**config.mk**
```make
export PLATFORM = sky130hd
export DESIGN_NAME = aal1_hdr_ptr_gen
export DESIGN_NICKNAME = d
export VERILOG_FILES = /design/src/rtl/aal1_ptr_pkg.sv /design/src/rtl/aal1_seq_state.sv /design/src/rtl/aal1_ptr_sel.sv /design/src/rtl/aal1_sar_enc.sv /design/src/rtl/aal1_hdr_ptr_gen.sv
export SDC_FILE = /design/constraint.sdc
export NUM_CORES = 1
export LEC_CHECK = 0
export CORE_MARGIN = 1.5
export CORE_UTILIZATION = 44
export DETAILED_ROUTE_END_ITERATION = 10
export GPL_TIMING_DRIVEN = 0
export MAX_ROUTING_LAYER = met4
export PLACE_DENSITY = 0.75
export SYNTH_ARGS = -nofsm -noshare
export SYNTH_HDL_FRONTEND = slang
export SYNTH_SLANG_ARGS = --single-unit
```
**constraint.sdc**
```tcl
create_clock -name clk -period 2.75 [get_ports clk]
set_input_delay 0.6875 -clock clk [delete_from_list [all_inputs] [get_ports clk]]
set_output_delay 0.6875 -clock clk [all_outputs]
set_load 0.05 [all_outputs]
```
**src/rtl/aal1_ptr_pkg.sv**
```systemverilog
package aal1_ptr_pkg;

    localparam int SN_W        = 3;
    localparam int PTR_W       = 7;
    localparam int LEN_W       = 6;
    localparam int BLOCK_OCTS  = 93;
    localparam int DUMMY_VAL   = 127;
    localparam int DUMMY_CELL  = 6;
    localparam int LEN_NO_PTR  = 47;
    localparam int LEN_WITH_PTR = LEN_NO_PTR - 1;

    typedef struct packed {
        logic            csi;
        logic [SN_W-1:0] sn;
        logic [2:0]      crc;
        logic            par;
    } sar_byte_t;

    typedef struct packed {
        logic             par;
        logic [PTR_W-1:0] val;
    } ptr_byte_t;

    typedef enum logic [1:0] {
        PSEL_NONE     = 2'd0,
        PSEL_BOUNDARY = 2'd1,
        PSEL_DUMMY    = 2'd2
    } psel_e;

    typedef struct packed {
        logic [SN_W-1:0] sn;
        logic            done;
    } q_state_t;

    // Serial CRC-3, generator x^3+x+1, message MSB first.
    function automatic logic [2:0] crc3_calc(input logic [3:0] msg);
        logic [2:0] r;
        logic       fb;
        r = 3'b000;
        for (int i = 3; i >= 0; i--) begin
            fb = msg[i] ^ r[2];
            r  = {r[1], r[0] ^ fb, fb};
        end
        return r;
    endfunction

    function automatic logic even_par7(input logic [6:0] v);
        return ^v;
    endfunction

endpackage

```
**src/rtl/aal1_seq_state.sv**
```systemverilog
module aal1_seq_state
    import aal1_ptr_pkg::*;
#(
    parameter int NUM_QUEUES = 4,
    localparam int QID_W = (NUM_QUEUES > 1) ? $clog2(NUM_QUEUES) : 1
) (
    input  logic             clk,
    input  logic             rst,
    input  logic [QID_W-1:0] rd_qid,
    output q_state_t         rd_state,
    input  logic             wr_en,
    input  logic [QID_W-1:0] wr_qid,
    input  q_state_t         wr_state
);

    q_state_t st [NUM_QUEUES];

    for (genvar q = 0; q < NUM_QUEUES; q++) begin : g_queue
        always_ff @(posedge clk) begin
            if (rst) begin
                st[q] <= '0;
            end else if (wr_en && (wr_qid == QID_W'(q))) begin
                st[q] <= wr_state;
            end
        end
    end

    always_comb begin
        rd_state = '0;
        for (int q = 0; q < NUM_QUEUES; q++) begin
            if (rd_qid == QID_W'(q)) rd_state = st[q];
        end
    end

endmodule

```
**src/rtl/aal1_ptr_sel.sv**
```systemverilog
module aal1_ptr_sel
    import aal1_ptr_pkg::*;
(
    input  logic             struct_mode,
    input  logic [SN_W-1:0]  sn,
    input  logic             done_eff,
    input  logic             bnd_valid,
    input  logic [PTR_W-1:0] bnd_off,
    output psel_e            psel,
    output logic [PTR_W-1:0] ptr_val
);

    logic even_cell;
    logic bnd_ok;
    logic eligible;

    assign even_cell = ~sn[0];
    assign bnd_ok    = bnd_valid && (bnd_off <= PTR_W'(BLOCK_OCTS));
    assign eligible  = struct_mode && even_cell && !done_eff;

    always_comb begin
        psel    = PSEL_NONE;
        ptr_val = '0;
        if (eligible) begin
            if (bnd_ok) begin
                psel    = PSEL_BOUNDARY;
                ptr_val = bnd_off;
            end else if (sn == SN_W'(DUMMY_CELL)) begin
                psel    = PSEL_DUMMY;
                ptr_val = PTR_W'(DUMMY_VAL);
            end
        end
    end

endmodule

```
**src/rtl/aal1_sar_enc.sv**
```systemverilog
module aal1_sar_enc
    import aal1_ptr_pkg::*;
(
    input  logic             csi,
    input  logic [SN_W-1:0]  sn,
    input  logic             ptr_on,
    input  logic [PTR_W-1:0] ptr_val,
    output sar_byte_t        sar,
    output ptr_byte_t        ptr
);

    logic [2:0] crc;

    assign crc = crc3_calc({csi, sn});

    always_comb begin
        sar.csi = csi;
        sar.sn  = sn;
        sar.crc = crc;
        sar.par = even_par7({csi, sn, crc});
        if (ptr_on) begin
            ptr.val = ptr_val;
            ptr.par = even_par7(ptr_val);
        end else begin
            ptr = '0;
        end
    end

endmodule

```
**src/rtl/aal1_hdr_ptr_gen.sv**
```systemverilog
module aal1_hdr_ptr_gen
    import aal1_ptr_pkg::*;
#(
    parameter int NUM_QUEUES = 4,
    localparam int QID_W = (NUM_QUEUES > 1) ? $clog2(NUM_QUEUES) : 1
) (
    input  logic             clk,
    input  logic             rst,
    input  logic             cell_req,
    input  logic [QID_W-1:0] cell_qid,
    input  logic             struct_mode,
    input  logic             bnd_valid,
    input  logic [PTR_W-1:0] bnd_off,
    input  logic             srts_bit,
    output logic             out_valid,
    output logic [QID_W-1:0] out_qid,
    output logic [7:0]       sar_byte,
    output logic             ptr_present,
    output logic [7:0]       ptr_byte,
    output logic [LEN_W-1:0] payload_len
);

    q_state_t         cur_st;
    q_state_t         nxt_st;
    logic             done_eff;
    psel_e            psel;
    logic [PTR_W-1:0] ptr_val;
    logic             place;
    logic             csi;
    sar_byte_t        sar_c;
    ptr_byte_t        ptr_c;

    aal1_seq_state #(.NUM_QUEUES(NUM_QUEUES)) state_i (
        .clk      (clk),
        .rst      (rst),
        .rd_qid   (cell_qid),
        .rd_state (cur_st),
        .wr_en    (cell_req),
        .wr_qid   (cell_qid),
        .wr_state (nxt_st)
    );

    // A new cycle opens at sequence number 0, clearing the pointer flag.
    assign done_eff = (cur_st.sn == '0) ? 1'b0 : cur_st.done;

    aal1_ptr_sel sel_i (
        .struct_mode (struct_mode),
        .sn          (cur_st.sn),
        .done_eff    (done_eff),
        .bnd_valid   (bnd_valid),
        .bnd_off     (bnd_off),
        .psel        (psel),
        .ptr_val     (ptr_val)
    );

    assign place = (psel != PSEL_NONE);
    assign csi   = place ? 1'b1 : (cur_st.sn[0] ? srts_bit : 1'b0);

    always_comb begin
        nxt_st.sn   = cur_st.sn + 1'b1;
        nxt_st.done = done_eff | place;
    end

    aal1_sar_enc enc_i (
        .csi     (csi),
        .sn      (cur_st.sn),
        .ptr_on  (place),
        .ptr_val (ptr_val),
        .sar     (sar_c),
        .ptr     (ptr_c)
    );

    always_ff @(posedge clk) begin
        if (rst) begin
            out_valid   <= 1'b0;
            out_qid     <= '0;
            sar_byte    <= '0;
            ptr_present <= 1'b0;
            ptr_byte    <= '0;
            payload_len <= LEN_W'(LEN_NO_PTR);
        end else begin
            out_valid <= cell_req;
            if (cell_req) begin
                out_qid     <= cell_qid;
                sar_byte    <= sar_c;
                ptr_present <= place;
                ptr_byte    <= ptr_c;
                payload_len <= place ? LEN_W'(LEN_WITH_PTR) : LEN_W'(LEN_NO_PTR);
            end
        end
    end

endmodule

```
# [Word level (Yosys, flattened, before mapping)]
# Memories as Yosys holds them, arrays and structs flattened.
# Cells that the tools add are included.
[word_totals] elab_cells=70 register_bits=26 out_inout_bits=26 n_memories=1 input_bits=15 ram_bits=16
[mem_list] name="state_i.st" depth=4 word_bits=4 rd=4 rd_clocked_by_memory_dff=0 wr=4 line="aal1_seq_state.sv:16" source="q_state_t st [NUM_QUEUES];"
[op_classes] n_reduce_logical=13 n_lt_le_gt_ge=1 mux=33 bitwise=11 add_sub_neg=1 n_eq_ne=4
[ops] op="$mux W4" n=8
[ops] op="$mux W7" n=3
[ops] op="$mux W1" n=18
[ops] op="$reduce_xor A7 Y1" n=2
[ops] op="$mux W8" n=1
[ops] op="$le A7 B7 Y1 const B" n=1
[ops] op="$logic_and A1 B1 Y1" n=7
[ops] op="$mux W2" n=3
[ops] op="$or A1 B1 Y1" n=5
[ops] op="$xor A1 B1 Y1" n=5
[ops] op="$eq A2 B2 Y1 const B" n=2
[ops] op="$add A3 B1 Y3 const B" n=1
[ops] op="$eq A3 B3 Y1 const B" n=1
[ops] op="$logic_not A3 Y1" n=1
[ops] op="$eq A2 B1 Y1 const B" n=1
[ops] op="$logic_not A2 Y1" n=1
[ops] op="$reduce_bool A2 Y1" n=1
[ops] op="$logic_not A1 Y1" n=1
[ops] op="$not A1 Y1" n=1

# [Logic depth before layout (Yosys ltp)]
# Gate-level depths: netlist (run 1).
[logic_depth] ltp_word=16 mapped_depth=10 mapped_depth_nobuf=8

# [Cells and area by module]
# From an unflattened synthesis (run 1), not the netlist that was laid out.
[hier_totals] cells_unflattened=189 hier_area_um2=2039.5
[modules_own_cells] module="aal1_hdr_ptr_gen" instances=1 area_each_um2=880.8 seq_area_each_um2=420.4 cells_each=87
[modules_own_cells] module="aal1_seq_state" instances=1 area_each_um2=734.5 seq_area_each_um2=480.5 cells_each=49
[modules_own_cells] module="aal1_ptr_sel" instances=1 area_each_um2=220.2 seq_area_each_um2=0.0 cells_each=31
[modules_own_cells] module="aal1_sar_enc" instances=1 area_each_um2=203.9 seq_area_each_um2=0.0 cells_each=22

# [Worst setup path after synthesis (run 1)]
# No wires, ideal clock.
[synth_timing] path_type="input-to-reg" from="input cell_qid[0]" to="register sar_byte[3]" setup_time_ns=0.117 required_time_ns=2.633 t_arrival_ns=2.613 path_stages=10 n_path_buf=2 path_slack_ns=0.021 cell_sequence="buf_6 mux4_2 buf_2 inv_1 ha_1 inv_1 o21a_4 o31a_1 xor2_1 a22o_1"
[synth_rtl] item="start, declared" line="aal1_hdr_ptr_gen.sv:10" source="input logic [QID_W-1:0] cell_qid,"
[synth_rtl] item="end signal, assigned" line="aal1_hdr_ptr_gen.sv:85" source="sar_byte <= sar_c;"
[synth_rtl] item="end, declared" line="aal1_hdr_ptr_gen.sv:17" source="output logic [7:0] sar_byte,"

==> results of run 1 <==
[critical path, stage by stage]
cell and delay (ns):
dlygate4sd2_1 0.28, clkbuf_8 0.20, mux4_2 0.33, inv_1 0.11, ha_1 0.15, inv_1 0.05
o21a_4 0.24, o31a_1 0.33, xor2_1 0.16, a22o_1 0.18
[flip-flops by register name, indices dropped and copies added, names as in the netlist]
name         count
out_valid        1
ptr_byte         8
sar_byte         8
ptr_present      1
state_i.st      16
payload_len      1
out_qid          2
[worst paths after layout]
path                      end  slack (ns)              from  cells after the start
setup / recovery  sar_byte[3]        0.21       cell_qid[1]                     10
hold / removal    ptr_byte[5]        0.45       ptr_byte[5]                      2
setup reg to reg  sar_byte[3]        0.35  state_i.st[3][1]                      9
hold reg to reg   ptr_byte[5]        0.45       ptr_byte[5]                      2
[final cells by class]
cell class,count,area [um2]
Fill cell,312,1430
Tap cell,48,60.1
Sequential cell,37,901
Clock inverter,1,7.51
Multi-Input combinational cell,114,790
Buffer,12,82.6
Timing Repair Buffer,35,344
Inverter,5,18.8
Clock buffer,7,108
[synthesized netlist by cell type, types with 2 or more instances]
cell type	number	area [um2]
a22o_1	3	26.3
o21ai_0	9	45.0
mux4_2	2	45.0
clkbuf_1	4	15.0
nor4_1	2	12.5
conb_1	2	7.51
buf_4	5	37.5
mux4_1	2	52.6
nor2_1	32	120
nor2b_1	3	18.8
edfxtp_1	16	480
xnor2_1	7	61.3
dfxtp_1	21	420
inv_1	5	18.8
or2_2	2	12.5
nand2b_1	5	31.3
o21bai_1	3	22.5
ha_1	3	37.5
nand2_1	12	45.0
mux2i_1	6	60.1
a21oi_1	4	20.0
xor2_1	4	35.0
[timing repair]
action	in CTS	in global routing
endpoints found under the setup margin	18	0
endpoints found under the hold margin	0	0
resized for setup	8	0
buffers inserted	2	0
[metrics by stage]
step,TNS (ns),cells
global route,0,259
detailed placement,-14.69,249
CTS,0,259
floorplan,0,168
global placement,-12.78,249
finish,0,259
[power by group through the flow]
stage / Clock (mW) / Combinational (mW) / Sequential, mW
finish: 0.459 / 0.318 / 0.619
global route: 0.489 / 0.341 / 0.623
CTS: 0.464 / 0.319 / 0.620
detailed placement: 0 / 0.308 / 0.632
global placement: 0 / 0.304 / 0.629
floorplan: 0 / 0.156 / 0.693
[per-layer routing]
metal / wire [um] / vias up / part of all wire / track usage
met2: 1770 / 42 / 0.48 / 0.314
met1: 1700 / 603 / 0.46 / 0.249
met4: 74 / 0 / 0.020 / 0.0842
met5: 0 / - / 0 / -
li1: - / 645 / - / -
met3: 157 / 7 / 0.042 / 0.0358
[cells by family (layout without fill, tap and decap cells)]
logic type	count (synthesis)	in the layout	synth area share
compound gates	25	25	0.117
mux	10	10	0.0893
other cells	2	5	0.00425
flops	37	37	0.510
fa+ha+maj	3	3	0.0213
xor+xnor	11	11	0.0546
buf+inv	17	60	0.0517
simple gates	60	60	0.152
==> results.sh, run 1 <==
export IMPL_outcome="finished clean"
export IMPL_min_period_ns=2.54
export IMPL_numCtsBuffers=5
export IMPL_root_buffer="clkbuf_8"
export IMPL_clock_fmax_mhz=393
export IMPL_switching_share=0.293
export IMPL_slew_headroom=0.575
export IMPL_ys_seq_area_frac=0.510
export IMPL_crit_fanout=10
export IMPL_setup_viol=0
export IMPL_synth_async_reset_ratio=0
export IMPL_seq_power_share=0.444
export IMPL_grt_pass1_wl_um=6170
export IMPL_cts_buffer_depth=2
export IMPL_rsz0062_at_grt="false"
export IMPL_critPathRequiredTime_ns=2.94
export IMPL_cp_arrival_ns=2.73
export IMPL_via_per_inst=5.01
export IMPL_fin_worst_skew_ns=0.00914
export IMPL_ant_nets=0
export IMPL_layout_common_cells="nor2_1, clkdlybuf4s50_1, dfxtp_1, edfxtp_1, nand2_1"
export IMPL_final_net_count=228
export IMPL_tritoncts="yes"
export IMPL_drv_slew=0
export IMPL_p_int_uw=987
export IMPL_place_area_mm2=0.00217
export IMPL_area_growth_pct=30.9
export IMPL_postLayoutCellArea_mm2=0.00231
export IMPL_p_leak_nw=0.882
export IMPL_clk_pin_slew_ns=0.07
export IMPL_ios=41
export IMPL_diodes=0
export IMPL_drtPass1Iterations=4
export IMPL_power_density_mw_per_mm2=604
export IMPL_cts_hold_buf=0
export IMPL_antenna_found_initial=0
export IMPL_start_util=0.472
export IMPL_final_util=0.617
export IMPL_clock_sinks=37
export IMPL_synth_flop_cell="dfxtp_1"
export IMPL_period_share=0.924
export IMPL_setup_ws_ns=0.208
export IMPL_pwr_share_clk=0.328
export IMPL_wirelength_um=3700
export IMPL_grt_overflow=0
export IMPL_portBuffers=33
export IMPL_grt_pass1_vias=1357
export IMPL_synthCells=165
export IMPL_netlist_area_mm2=0.00177
export IMPL_clk_latency_ns=0.30
export IMPL_crit_type="in -> reg"
export IMPL_wl_per_cell_um=14.3
export IMPL_crit_path_start_kind="input pin"
export IMPL_dieArea_mm2=0.00440
export IMPL_drive_gt1_frac=0.137
export IMPL_drv_cap=0
export IMPL_synth_cell_types=35
export IMPL_combPwrFrac=0.228
export IMPL_place_gp_congestion=0.871
export IMPL_grt_start_max_net_pins=13
export IMPL_power_switching_uw=409
export IMPL_htree_levels=2
export IMPL_vdd_ir_drop_max_uv=408
export IMPL_drt_iter0_drc=54
export IMPL_ys_warn_count=0
export IMPL_min_path_type="reg -> reg"
export IMPL_drc=0
export IMPL_core_mm2=0.00374
export IMPL_rows=22
export IMPL_power_mw=1.40
export IMPL_ys_seq_elements=37
export IMPL_grt_usage=0.198
export IMPL_synth_edf_count=16
export IMPL_pre_cts_ws_ns=-0.791
export IMPL_worstSetupEndpointType="register"
export IMPL_tightest_slew_ns=0.635
export IMPL_avgSynthCellArea_um2=10.7
export IMPL_die_width_um=66.3
export IMPL_hpwl_um=2740
export IMPL_finalHoldViolCount=0
export IMPL_hold_slack_ns=0.454
export IMPL_dieHeight_um=66.3
export IMPL_vias=1297
(Power assumes the default switching activity.)
==> inputs of run 2 (changes only) <==
--- a/config.mk
+++ b/config.mk
@@ -11,6 +11,7 @@
 export GPL_TIMING_DRIVEN = 0
 export MAX_ROUTING_LAYER = met4
 export PLACE_DENSITY = 0.75
+export SETUP_SLACK_MARGIN = 0.3
 export SYNTH_ARGS = -nofsm -noshare
 export SYNTH_HDL_FRONTEND = slang
 export SYNTH_SLANG_ARGS = --single-unit
==> run 2 against run 1 <==
Against the previous run:
- cell count up 1.5%
- fmax up 6.1%
- cell area up 1.9%
- clock skew down 0.0033 ns
- non-clock buffer count up 4
- clock-buffer cell count down 1
- sequential cell count unchanged
- first-iteration DRC count up 63%
- via count up 5.2%
- hold slack better by 0.0052 ns
- die area unchanged
==> results.sh, run 2 (synthesis results as in run 1) <==
export IMPL_outcome="finished clean"
export IMPL_rsz0062_at_grt="true"
export IMPL_ant_nets=0
export IMPL_layout_common_cells="clkdlybuf4s50_1, nor2_1, dfxtp_1, edfxtp_1"
export IMPL_hp_start="ptr_byte[5]"
export IMPL_p_leak_nw=0.898
export IMPL_drc=0
export IMPL_hold_end="ptr_byte[5]"
export IMPL_cts_buffer_depth=2
export IMPL_cp_arrival_ns=2.59
export IMPL_period_share=0.871
export IMPL_min_period_ns=2.40
export IMPL_min_path_type="reg -> reg"
export IMPL_drv_slew=0
export IMPL_worstSetupEndpointType="register"
export IMPL_rows=22
export IMPL_grt_start_max_net_pins=12
export IMPL_final_net_count=232
export IMPL_grt_overflow=0
export IMPL_via_per_inst=5.19
export IMPL_vdd_ir_drop_max_uv=411
export IMPL_place_gp_congestion=0.854
export IMPL_pre_cts_ws_ns=-0.510
export IMPL_tightest_slew_ns=0.677
export IMPL_numCtsBuffers=5
export IMPL_drive_gt1_frac=0.172
export IMPL_start_util=0.472
export IMPL_grt_pass1_wl_um=6290
export IMPL_core_mm2=0.00374
export IMPL_wl_per_cell_um=15.3
export IMPL_dieArea_mm2=0.00440
export IMPL_hold_depth=2
export IMPL_hpwl_um=2890
export IMPL_r2r_end="sar_byte[3]"
export IMPL_antenna_found_initial=0
export IMPL_diodes=0
export IMPL_clk_latency_ns=0.29
export IMPL_drt_iter0_drc=88
export IMPL_layout_commonest_cell="clkdlybuf4s50_1"
export IMPL_setup_viol=0
export IMPL_htree_levels=2
export IMPL_postLayoutCellArea_mm2=0.00235
export IMPL_critPathRequiredTime_ns=2.94
export IMPL_r2r_start="state_i.st[3][1]"
export IMPL_finalHoldViolCount=0
export IMPL_fin_worst_skew_ns=0.00584
export IMPL_largest_register="state_i.st"
export IMPL_power_density_mw_per_mm2=565
export IMPL_clock_fmax_mhz=417
export IMPL_grt_pass1_vias=1326
export IMPL_setup_ws_ns=0.355
export IMPL_portBuffers=33
export IMPL_worst_r2r_setup_slack_ns=0.47
export IMPL_tritoncts="yes"
export IMPL_clock_sinks=37
export IMPL_dieHeight_um=66.3
export IMPL_slew_headroom=0.547
export IMPL_grt_usage=0.203
export IMPL_drv_cap=0
export IMPL_area_growth_pct=33.4
export IMPL_final_util=0.629
export IMPL_largestRegisters="state_i.st (16), ptr_byte (8), sar_byte (8)"
export IMPL_wirelength_um=4010
export IMPL_crit_type="in -> reg"
export IMPL_root_buffer="clkbuf_8"
export IMPL_ios=41
export IMPL_rr_worst_depth=9
export IMPL_drtPass1Iterations=4
export IMPL_largest_register_ffs=16
export IMPL_clk_pin_slew_ns=0.07
export IMPL_die_width_um=66.3
export IMPL_crit_path_start_kind="input pin"
export IMPL_place_area_mm2=0.00221
export IMPL_vias=1365
export IMPL_crit_fanout=8
==> run 2: cell count changes in the layout (fill, tap and decap cells not counted), moves of 2 or more <==
cell,delta
buf_4,+4
clkinv_2,+2
ha_4,+2
inv_1,-2
==> run 2: repair_timing <==
action / in CTS / in global routing
setup endpoints to repair: 22 / 7
pin swaps: 1 / 1
hold buffers: 0 / 0
resized for setup: 4 / 3
buffers inserted: 5 / 1
==> run 2: worst max-delay path, cell delays in order <==
cell,delay (ns)
buf_8,0.10
mux4_2,0.50
buf_6,0.17
inv_6,0.08
ha_4,0.13
inv_2,0.03
o21a_4,0.22
o31a_1,0.29
xor2_1,0.17
a22o_1,0.20
==> run 2: how the worst max path moves through the flow <==
stage           startpoint          end  slack, ns
2_1_floorplan  cell_qid[0]  sar_byte[3]       0.19
3_3_place_gp   cell_qid[1]  sar_byte[3]      -0.44
3_5_place_dp   cell_qid[1]  sar_byte[3]      -0.51
4_1_cts        cell_qid[1]  sar_byte[3]       0.36
5_1_grt        cell_qid[0]  sar_byte[3]       0.29
6_report       cell_qid[0]  sar_byte[3]       0.35
==> run 2: cell type report <==
type | instances | area [um2]
inverters | 5 | 23.8
repair buffers | 39 | 375
fillers | 313 | 1390
well taps | 48 | 60.1
plain buffers | 12 | 92.6
clock inverters | 2 | 10.0
clock buffers | 6 | 72.6
multi-input cells | 114 | 820
flip-flops and latches | 37 | 901
==> run 2: power breakdown <==
group          switching (mW)  total [mW]  internal, mW
clock network           0.191       0.367         0.176
logic                   0.206       0.344         0.138
registers              0.0140       0.620         0.606
==> run 2: metal layers <==
metal / vias up / routed length (um) / GRT usage
met5: - / 0 / -
met4: 0 / 144 / 0.117
met3: 16 / 152 / 0.0392
met2: 41 / 2020 / 0.301
met1: 653 / 1700 / 0.260
li1: 655 / - / -
==> run 2: per-stage QoR <==
stage	power [mW]	TNS, ns	cells	hold slack, ns
floorplan	0.863	0	168	0.524
global placement	0.948	-6.43	249	0.436
detailed placement	0.957	-7.40	249	0.446
CTS	1.33	0	262	0.464
global route	1.38	0	263	0.488
finish	1.33	0	263	0.459
